===== src/rtl/crrd_pkg.sv =====
package crrd_pkg;
  typedef enum logic [1:0] {ST_IDLE, ST_RUN, ST_WAIT} crrd_state_e;

  function automatic int unsigned clog2_min1(input int unsigned x);
    return (x > 1) ? $clog2(x) : 1;
  endfunction
endpackage


===== src/rtl/crrd_rr_arb.sv =====
module crrd_rr_arb #(
  parameter int unsigned W  = 4,
  parameter int unsigned PW = 2
) (
  input  logic [W-1:0]  req_i,
  input  logic [PW-1:0] ptr_i,
  output logic [W-1:0]  gnt_o,
  output logic [PW-1:0] idx_o,
  output logic          any_o
);
  logic [PW-1:0] pos;
  int unsigned   sum;
  logic          hit;

  // first request at or after ptr_i, wrapping
  always_comb begin
    gnt_o = '0;
    idx_o = '0;
    hit   = 1'b0;
    pos   = '0;
    sum   = 0;
    for (int i = 0; i < W; i++) begin
      sum = int'(ptr_i) + i;
      if (sum >= W) sum = sum - W;
      pos = PW'(sum);
      if (!hit && req_i[pos]) begin
        hit        = 1'b1;
        gnt_o[pos] = 1'b1;
        idx_o      = pos;
      end
    end
    any_o = hit;
  end
endmodule


===== src/rtl/crrd_im_match.sv =====
module crrd_im_match #(
  parameter int unsigned NL = 2,
  parameter int unsigned NV = 4,
  parameter int unsigned LW = 1,
  parameter int unsigned VW = 2
) (
  input  logic                   clk_i,
  input  logic                   rst_ni,
  input  logic                   clear_i,
  input  logic                   step_i,
  input  logic                   first_i,
  input  logic [NV-1:0]          ne_i,
  input  logic [NL-1:0][VW-1:0]  lptr_i,
  input  logic [NV-1:0][LW-1:0]  vptr_i,
  output logic [NL-1:0]          link_valid_o,
  output logic [NL-1:0][VW-1:0]  link_voq_o,
  output logic [NL-1:0]          link_first_o
);
  logic [NV-1:0]         voq_free_q;
  logic [NL-1:0]         link_valid_q, link_first_q;
  logic [NL-1:0][VW-1:0] link_voq_q;

  logic [NL-1:0][NV-1:0] lgnt;
  logic [NL-1:0][VW-1:0] lidx;
  logic [NL-1:0]         lany;
  logic [NV-1:0][NL-1:0] vacc;
  logic [NV-1:0][LW-1:0] vidx;
  logic [NV-1:0]         vany;
  logic [NL-1:0]         link_hit;

  // grant stage: one arbiter per link over free, occupied queues
  for (genvar l = 0; l < NL; l++) begin : g_link
    logic [NV-1:0] lreq;
    assign lreq = ne_i & voq_free_q & {NV{~link_valid_q[l]}};

    crrd_rr_arb #(.W(NV), .PW(VW)) u_link_arb (
      .req_i (lreq),
      .ptr_i (lptr_i[l]),
      .gnt_o (lgnt[l]),
      .idx_o (lidx[l]),
      .any_o (lany[l])
    );

    // matched when the granted queue accepts this link
    assign link_hit[l] = lany[l] & vacc[lidx[l]][l];

    AST_GNT_NONEMPTY: assert property (@(posedge clk_i) disable iff (!rst_ni)
      step_i |-> ((lgnt[l] & ~ne_i) == '0));
    AST_LINK_HOLD: assert property (@(posedge clk_i) disable iff (!rst_ni)
      (link_valid_q[l] && !clear_i) |=> (link_valid_q[l] && $stable(link_voq_q[l])));
  end

  // accept stage: one arbiter per queue over the grants it holds
  for (genvar v = 0; v < NV; v++) begin : g_voq
    logic [NL-1:0] rcv;
    logic [NL-1:0] owner;
    always_comb begin
      for (int l = 0; l < NL; l++) begin
        rcv[l]   = lgnt[l][v];
        owner[l] = link_valid_q[l] && (link_voq_q[l] == VW'(v));
      end
    end

    crrd_rr_arb #(.W(NL), .PW(LW)) u_voq_arb (
      .req_i (rcv),
      .ptr_i (vptr_i[v]),
      .gnt_o (vacc[v]),
      .idx_o (vidx[v]),
      .any_o (vany[v])
    );

    AST_ACC_ONEHOT: assert property (@(posedge clk_i) disable iff (!rst_ni)
      $onehot0(vacc[v]));
    AST_ACC_LINKED: assert property (@(posedge clk_i) disable iff (!rst_ni)
      (step_i && vany[v]) |-> (link_hit[vidx[v]] && lidx[vidx[v]] == VW'(v)));
    AST_VOQ_ONE_OWNER: assert property (@(posedge clk_i) disable iff (!rst_ni)
      $onehot0(owner));
  end

  always_ff @(posedge clk_i or negedge rst_ni) begin
    if (!rst_ni) begin
      voq_free_q   <= '1;
      link_valid_q <= '0;
      link_first_q <= '0;
      link_voq_q   <= '0;
    end else if (clear_i) begin
      voq_free_q   <= '1;
      link_valid_q <= '0;
      link_first_q <= '0;
      link_voq_q   <= '0;
    end else if (step_i) begin
      voq_free_q <= voq_free_q & ~vany;
      for (int l = 0; l < NL; l++) begin
        if (link_hit[l]) begin
          link_valid_q[l] <= 1'b1;
          link_voq_q[l]   <= lidx[l];
          link_first_q[l] <= first_i;
        end
      end
    end
  end

  assign link_valid_o = link_valid_q;
  assign link_voq_o   = link_voq_q;
  assign link_first_o = link_first_q;
endmodule


===== src/rtl/crrd_ptr_bank.sv =====
module crrd_ptr_bank #(
  parameter int unsigned NL = 2,
  parameter int unsigned NV = 4,
  parameter int unsigned LW = 1,
  parameter int unsigned VW = 2
) (
  input  logic                  clk_i,
  input  logic                  rst_ni,
  input  logic                  upd_i,
  input  logic [NL-1:0]         link_valid_i,
  input  logic [NL-1:0][VW-1:0] link_voq_i,
  input  logic [NL-1:0]         link_first_i,
  input  logic [NL-1:0]         cm_gnt_i,
  output logic [NL-1:0][VW-1:0] lptr_o,
  output logic [NV-1:0][LW-1:0] vptr_o
);
  logic [NL-1:0] take;
  assign take = {NL{upd_i}} & link_valid_i & link_first_i & cm_gnt_i;

  for (genvar l = 0; l < NL; l++) begin : g_lptr
    logic [VW-1:0] lptr_q;
    always_ff @(posedge clk_i or negedge rst_ni) begin
      if (!rst_ni) lptr_q <= '0;
      else if (take[l])
        lptr_q <= (link_voq_i[l] == VW'(NV - 1)) ? '0 : link_voq_i[l] + 1'b1;
    end
    assign lptr_o[l] = lptr_q;
  end

  for (genvar v = 0; v < NV; v++) begin : g_vptr
    logic [LW-1:0] vptr_q;
    logic          v_take;
    logic [LW-1:0] v_link;
    always_comb begin
      v_take = 1'b0;
      v_link = '0;
      for (int l = 0; l < NL; l++) begin
        if (take[l] && link_voq_i[l] == VW'(v)) begin
          v_take = 1'b1;
          v_link = LW'(l);
        end
      end
    end
    always_ff @(posedge clk_i or negedge rst_ni) begin
      if (!rst_ni) vptr_q <= '0;
      else if (v_take) vptr_q <= (v_link == LW'(NL - 1)) ? '0 : v_link + 1'b1;
    end
    assign vptr_o[v] = vptr_q;
  end

  AST_PTR_HOLD: assert property (@(posedge clk_i) disable iff (!rst_ni)
    !upd_i |=> ($stable(lptr_o) && $stable(vptr_o)));
  AST_PTR_REFUSED: assert property (@(posedge clk_i) disable iff (!rst_ni)
    (upd_i && ((cm_gnt_i & link_valid_i) == '0)) |=> $stable(lptr_o));
endmodule


===== src/rtl/crrd_dispatch.sv =====
module crrd_dispatch
  import crrd_pkg::*;
#(
  parameter int unsigned N_PORT = 2,
  parameter int unsigned N_LINK = 2,
  parameter int unsigned N_MOD  = 2,
  parameter int unsigned N_ITER = 2,
  localparam int unsigned NV = N_PORT * N_MOD,
  localparam int unsigned VW = clog2_min1(NV),
  localparam int unsigned LW = clog2_min1(N_LINK),
  localparam int unsigned KW = clog2_min1(N_MOD),
  localparam int unsigned IW = clog2_min1(N_ITER)
) (
  input  logic                   clk_i,
  input  logic                   rst_ni,
  input  logic                   start_i,
  input  logic [NV-1:0]          nonempty_i,
  input  logic                   cm_gnt_valid_i,
  input  logic [N_LINK-1:0]      cm_gnt_i,
  output logic                   busy_o,
  output logic                   match_done_o,
  output logic [N_LINK-1:0]      lreq_valid_o,
  output logic [N_LINK*KW-1:0]   lreq_om_o,
  output logic [N_LINK*VW-1:0]   lreq_voq_o,
  output logic [N_LINK-1:0]      send_valid_o,
  output logic [N_LINK*VW-1:0]   send_voq_o
);
  crrd_state_e state_q;
  logic [IW-1:0] iter_q;
  logic [NV-1:0] ne_q;
  logic          done_q;
  logic [N_LINK-1:0]         send_valid_q;
  logic [N_LINK-1:0][VW-1:0] send_voq_q;

  logic [N_LINK-1:0]         link_valid, link_first;
  logic [N_LINK-1:0][VW-1:0] link_voq;
  logic [N_LINK-1:0][VW-1:0] lptr;
  logic [NV-1:0][LW-1:0]     vptr;

  logic accept_start, accept_gnt, last_iter;
  assign accept_start = (state_q == ST_IDLE) && start_i;
  assign accept_gnt   = (state_q == ST_WAIT) && cm_gnt_valid_i;
  assign last_iter    = (iter_q == IW'(N_ITER - 1));

  always_ff @(posedge clk_i or negedge rst_ni) begin
    if (!rst_ni) begin
      state_q      <= ST_IDLE;
      iter_q       <= '0;
      ne_q         <= '0;
      done_q       <= 1'b0;
      send_valid_q <= '0;
      send_voq_q   <= '0;
    end else begin
      done_q <= 1'b0;
      case (state_q)
        ST_IDLE: if (start_i) begin
          state_q      <= ST_RUN;
          iter_q       <= '0;
          ne_q         <= nonempty_i;
          send_valid_q <= '0;
        end
        ST_RUN: begin
          iter_q <= iter_q + 1'b1;
          if (last_iter) begin
            state_q <= ST_WAIT;
            done_q  <= 1'b1;
          end
        end
        ST_WAIT: if (cm_gnt_valid_i) begin
          state_q      <= ST_IDLE;
          send_valid_q <= link_valid & cm_gnt_i;
          send_voq_q   <= link_voq;
        end
        default: state_q <= ST_IDLE;
      endcase
    end
  end

  crrd_im_match #(.NL(N_LINK), .NV(NV), .LW(LW), .VW(VW)) u_match (
    .clk_i        (clk_i),
    .rst_ni       (rst_ni),
    .clear_i      (accept_start),
    .step_i       (state_q == ST_RUN),
    .first_i      (iter_q == '0),
    .ne_i         (ne_q),
    .lptr_i       (lptr),
    .vptr_i       (vptr),
    .link_valid_o (link_valid),
    .link_voq_o   (link_voq),
    .link_first_o (link_first)
  );

  crrd_ptr_bank #(.NL(N_LINK), .NV(NV), .LW(LW), .VW(VW)) u_ptr (
    .clk_i        (clk_i),
    .rst_ni       (rst_ni),
    .upd_i        (accept_gnt),
    .link_valid_i (link_valid),
    .link_voq_i   (link_voq),
    .link_first_i (link_first),
    .cm_gnt_i     (cm_gnt_i),
    .lptr_o       (lptr),
    .vptr_o       (vptr)
  );

  assign busy_o       = (state_q != ST_IDLE);
  assign match_done_o = done_q;
  assign lreq_valid_o = (state_q == ST_WAIT) ? link_valid : '0;
  assign send_valid_o = send_valid_q;

  for (genvar l = 0; l < N_LINK; l++) begin : g_out
    assign lreq_om_o[l*KW +: KW]  = KW'(link_voq[l] % N_MOD);
    assign lreq_voq_o[l*VW +: VW] = link_voq[l];
    assign send_voq_o[l*VW +: VW] = send_voq_q[l];

    AST_REQ_NONEMPTY: assert property (@(posedge clk_i) disable iff (!rst_ni)
      lreq_valid_o[l] |-> ne_q[link_voq[l]]);
  end

  AST_DONE_PULSE: assert property (@(posedge clk_i) disable iff (!rst_ni)
    match_done_o |=> !match_done_o);
  AST_SEND_MATCHED: assert property (@(posedge clk_i) disable iff (!rst_ni)
    (send_valid_o & ~link_valid) == '0);
  AST_START_IGNORED: assert property (@(posedge clk_i) disable iff (!rst_ni)
    (state_q == ST_RUN && start_i) |=> busy_o);
  AST_IDLE_GNT_IGNORED: assert property (@(posedge clk_i) disable iff (!rst_ni)
    (!busy_o && !start_i && cm_gnt_valid_i) |=> $stable(send_valid_o));
endmodule


===== config.mk =====
export PLATFORM = sky130hd
export DESIGN_NAME = crrd_dispatch
export DESIGN_NICKNAME = d
export VERILOG_FILES = /design/src/rtl/crrd_pkg.sv /design/src/rtl/crrd_rr_arb.sv /design/src/rtl/crrd_im_match.sv /design/src/rtl/crrd_ptr_bank.sv /design/src/rtl/crrd_dispatch.sv
export SDC_FILE = /design/constraint.sdc
export NUM_CORES = 1
export LEC_CHECK = 0
export ABC_CLOCK_PERIOD_IN_PS = 2960
export BUFFER_PORTS_ARGS = -buffer_cell sky130_fd_sc_hd__buf_4
export CORE_MARGIN = 3
export CORE_UTILIZATION = 54
export DETAILED_ROUTE_END_ITERATION = 10
export HOLD_SLACK_MARGIN = 0.08
export PLACE_DENSITY = 0.78
export REMOVE_ABC_BUFFERS = 1
export SLEW_MARGIN = 20
export SYNTH_ARGS = -nofsm -noshare
export SYNTH_HDL_FRONTEND = slang
export SYNTH_HIERARCHICAL = 1
export SYNTH_SLANG_ARGS = --single-unit

===== constraint.sdc =====
create_clock -name clk_i -period 2.96 [get_ports clk_i]
set_clock_uncertainty 0.2 [all_clocks]
set_input_delay 0.592 -clock clk_i [delete_from_list [all_inputs] [get_ports clk_i]]
set_output_delay 0.592 -clock clk_i [all_outputs]
set_load 0.02 [all_outputs]

Word-level counts from Yosys, hierarchy flattened
Index checks and enable logic that the tools add are counted.
{"block": "word_totals", "wordCells": 368, "in_bits": 10, "regBits": 34, "out_inout_bits": 16}
{"block": "classes", "bitwise": 24, "magnitude_cmp": 50, "n_addsub": 33, "muxes": 168, "n_reduce_logical": 62, "eq_ne": 11}
{"cell": "$mux 1", "count": 88}
{"cell": "$mux 2", "count": 39}
{"cell": "$mux 4", "count": 12}
{"cell": "$logic_and 1x1->1", "count": 36}
{"cell": "$lt 2x3->1 const B", "count": 10}
{"cell": "$or 4x4->4", "count": 6}
{"cell": "$ge 3x3->1 const B", "count": 6}
{"cell": "$and 4x4->4", "count": 4}
{"cell": "$bmux 1 s2", "count": 8}
{"cell": "$demux 1 s2", "count": 8}
{"cell": "$ge 2x1->1 const B", "count": 8}
{"cell": "$lt 1x2->1 const B", "count": 8}
{"cell": "$sub 2x1->2 const B", "count": 8}
{"cell": "$add 2x2->3 const B", "count": 4}
{"cell": "$reduce_bool 2->1", "count": 6}
{"cell": "$eq 2x2->1 const B", "count": 5}
{"cell": "$logic_not 1->1", "count": 10}
{"cell": "$reduce_and 2->1", "count": 5}
{"cell": "$add 1x1->2 const B", "count": 4}
{"cell": "$and 2x2->2", "count": 4}
{"cell": "$bmux 2 s2", "count": 2}
{"cell": "$demux 1 s1", "count": 8}
{"cell": "$ge 1x1->1 const B", "count": 8}
{"cell": "$ge 1x2->1 const B", "count": 4}
{"cell": "17 further kinds", "count": 47}

Depth between registers and ports, before layout
{"block": "depth", "depth_word": 26, "mapped_depth": 12, "mapped_depth_nobuf": 10}

By module
The synthesis kept the hierarchy.
{"module": "crrd_im_match", "cells_each": 64, "area_each_um2": 636.9, "seq_area_each_um2": 305.3, "n_inst": 1}
{"module": "crrd_dispatch", "cells_each": 43, "area_each_um2": 610.6, "seq_area_each_um2": 350.3, "n_inst": 1}
{"module": "crrd_ptr_bank", "cells_each": 46, "area_each_um2": 464.2, "seq_area_each_um2": 200.2, "n_inst": 1}
{"module": "crrd_rr_arb (u_match.g_link[0].u_link_arb)", "cells_each": 45, "area_each_um2": 422.9, "seq_area_each_um2": 0.0, "n_inst": 1}
{"module": "crrd_rr_arb (u_match.g_link[1].u_link_arb)", "cells_each": 45, "area_each_um2": 421.7, "seq_area_each_um2": 0.0, "n_inst": 1}
{"module": "crrd_rr_arb (u_match.g_voq[0].u_voq_arb ...)", "cells_each": 5, "area_each_um2": 32.5, "seq_area_each_um2": 0.0, "n_inst": 4}

Worst setup path after synthesis
Ideal clock, no wire load.
{"block": "synth_timing", "path_type": "reg-to-reg", "start": "reg u_ptr.g_lptr[1].lptr_q[0]", "end": "reg u_match.link_first_q[0], in the netlist u_match/link_first_o[0]", "required_ns": 2.681, "period_less_slack_ns": 2.994, "slack_ns": -0.034, "n_path_buf": 2, "setup_time_ns": 0.079, "arrival_time_ns": 2.715, "stages_incl_launch_ff": 13, "path_cell_list": "dfrtp_1 -> buf_6 -> inv_1 -> ha_1 -> mux4_2 -> buf_6 -> nor4b_4 -> a22oi_1 -> o21ai_0 -> a21boi_0 -> mux2_4 -> a2bb2oi_2 -> mux2i_1"}
{"element": "start: declaration", "line_no": "crrd_ptr_bank.sv:21", "text": "logic [VW-1:0] lptr_q;"}
{"element": "start signal: assignment", "line_no": "crrd_ptr_bank.sv:25", "text": "lptr_q <= (link_voq_i[l] == VW'(NV - 1)) ? '0 : link_voq_i[l] + 1'b1;"}
{"element": "end signal: indexed assignment", "line_no": "crrd_im_match.sv:97", "text": "link_first_q[l] <= first_i;"}
{"element": "end: declaration", "line_no": "crrd_im_match.sv:20", "text": "logic [NL-1:0] link_valid_q, link_first_q;"}

==> summary.md <==
| Metric | Value |
|---|---|
| Crit Path Max Fanout | `5` |
| Dpl cells | `361` |
| RSZ-0062 raised after global routing | `true` |
| Failing checks | `setup timing` |
| Pleak | `1.49 nW` |
| Root Driver | `clkbuf_8` |
| Core Util, Final | `0.730` |
| Final setup TNS | `-0.127 ns` |
| Status | `finished, violations left` |
| Num Clock Sinks | `34` |
| Core Area | `4530 um2` |
| Drt wl/cell | `17.1 um` |
| Final Worst Setup Slack | `-0.0555 ns` |
| WP data required | `2.97 ns` |
| Critical Path Start Type | `register` |
| GRT Residual Overflow | `0` |
| Starting density of the core | `0.586` |
| Ys Warns | `6` |
| Non-Filler Instances | `381` |
| Tot Pwr | `3.41 mW` |
| Post-Syn Instances | `259` |
| Largest net degree at the start of global routing | `35` |
| P per Cell Area | `1030 nW/um2` |
| Syn Area/Cell | `10.3 um2` |
| Worst hold path type | `reg -> reg` |
| FF-to-FF Start | `u_match/voq_free_q[1]` |
| CTS tree | `done` |
| Placed Area | `3010 um2` |
| Hold Path Origin | `iter_q` |
| Reg2reg path depth | `12` |
| Hold path depth | `1` |
| Share of cells above drive strength 1 | `0.424` |
| Vias in the first global route | `2260` |
| Setup violators final | `3` |
| VDD IR max | `0.000574 V` |
| DRT antenna net count | `0` |
| Die ar. | `5800 um2` |
| Critical path endpoint category | `register` |
| Layout net count | `343` |
| Gp weighted congestion | `0.810` |
| Routed via count | `2260` |
| Ant diodes | `0` |
| Max Root-Sink Buffers | `2` |
| I/O Buffers | `25` |
| Final hold vios | `0` |
| Arr. time, crit path | `3.03 ns` |
| Fin crit share | `1.02` |
| Detailed Routing Iterations Pass 1 | `6` |
| Gr usage total | `0.229` |
| Maxcap violations | `0` |
| Total CTS buffers | `5` |
| Layout area overhead | `24.7%` |
| Ports | `26` |
| Detailed Route Iter0 Violations | `151` |
| Residual DRC | `0` |
| FMAX | `332 MHz` |
| Rel. slew slack | `0.533` |
| Critical path class | `reg -> reg` |
| Die X | `76.1 um` |
| First-pass GRT wire length | `11000 um` |
| Final Instance Area | `3310 um2` |
| Antenna violations before repair | `0` |
| Worst Setup SP | `u_match/voq_free_q[1]` |
| Avg Vias per Cell | `5.93` |
| H-tree Lvls | `2` |
| DIE HEIGHT | `76.1 um` |
| Clk Latency, worst-skew pair | `0.29 ns` |
| Fin. max-slew vios | `0` |
| Row count | `24` |
| Cell Area, Synth | `2660 um2` |
| DP HPWL | `4630 um` |
| Drt total wl | `6510 um` |
| Worst-path clk slew | `0.07 ns` |
| Shortest period the worst path allows | `3.02 ns` |
| Worst slew pin tran | `0.699 ns` |
-- power breakdown --
| group | total (mW) | internal [mW] | switching, mW |
|---|---|---|---|
| Sequential | 0.765 | 0.623 | 0.142 |
| Clock | 0.349 | 0.187 | 0.161 |
| Combinational | 2.30 | 1.13 | 1.17 |
| Total | 3.41 | 1.94 | 1.47 |
-- final cells by class --
| cell class | count | area (um2) |
|---|---|---|
| tap | 65 | 81.3 |
| clock buffer | 7 | 86.3 |
| clock inverter | 1 | 5.00 |
| multi-input combinational | 191 | 1730 |
| fill | 309 | 1220 |
| inverter | 20 | 75.1 |
| sequential | 34 | 858 |
| timing repair buffer | 63 | 479 |
-- cell usage in the layout, fill, tap and decap left out, types with 3 or more instances in the layout --
| cell | count |
|---|---|
| mux4_2 | 8 |
| o21ai_0 | 7 |
| inv_2 | 3 |
| a21boi_1 | 4 |
| o21ai_2 | 4 |
| mux2i_1 | 8 |
| a22oi_1 | 14 |
| mux2_4 | 6 |
| nor2_4 | 4 |
| clkbuf_8 | 6 |
| nor2_2 | 4 |
| ha_1 | 16 |
| o31ai_1 | 3 |
| and2b_2 | 3 |
| a21boi_0 | 3 |
| nand2_2 | 3 |
| buf_4 | 61 |
| a32o_1 | 4 |
| dfstp_2 | 4 |
| mux2_2 | 7 |
| inv_1 | 17 |
| nand2_1 | 16 |
| nor2_1 | 7 |
| a21o_1 | 4 |
| or2_1 | 4 |
| dfrtp_1 | 28 |
| a21oi_1 | 13 |
| nand2b_1 | 9 |
-- metal layers --
metal  up-vias  wire length (um)  share of wire  track usage
li1       1047                 -              -            -
met1      1109              2800           0.43        0.306
met2        93              3240           0.50        0.389
met3        11               383          0.059       0.0402
met4         0                85          0.013       0.0543
met5         -                 0              0            0
-- worst paths after layout --
check,slack (ns),end
worst max-delay path,-0.06,u_match/link_voq_o[0]
worst min-delay path,0.28,iter_q
worst max register to register,-0.06,u_match/link_voq_o[0]
worst min register to register,0.28,iter_q
max in group asynchronous,1.64,u_match/voq_free_q[3]
min in group asynchronous,0.58,u_ptr/g_vptr[1].vptr_q
-- flip-flops by register name, summed over array words and instances, names as in the netlist --
name and count:
u_match/link_voq_o 4, u_ptr/g_lptr.lptr_q 4, ne_q 4, u_ptr/g_vptr.vptr_q 4, u_match/voq_free_q 4, match_done_o 1
u_match/link_first_o 2, u_match/link_valid_o 2, send_voq_o 4, send_valid_o 2, state_q 2, iter_q 1
-- what timing repair did --
item / CTS / global route
cloned: 0 / 0
gates resized for setup: 28 / 21
hold buffers: 1 / 0
setup endpoints to repair: 6 / 8
pin swaps: 3 / 7
hold endpoints to repair: 30 / 0
setup buffers: 9 / 2
-- through the flow --
| step | setup WS [ns] | hold WS [ns] |
|---|---|---|
| after floorplan | -0.0926 | 0.0964 |
| after global placement | -0.0889 | 0.258 |
| after detailed placement | -0.120 | 0.268 |
| after CTS | 0.00220 | 0.278 |
| after global routing | -0.148 | 0.286 |
| final | -0.0555 | 0.277 |
-- worst max-delay path, stage by stage (launching register included) --
cell and delay [ns]:
dfstp_2 0.53, nand2_1 0.09, nor2_2 0.20, mux4_2 0.35, buf_4 0.13, buf_4 0.11, a21oi_1 0.05, o31ai_2 0.27
buf_4 0.19, mux2i_1 0.26, buf_4 0.18, a2bb2oi_4 0.18, mux2i_1 0.20
No activity file was read; power rests on OpenSTA's default activity.
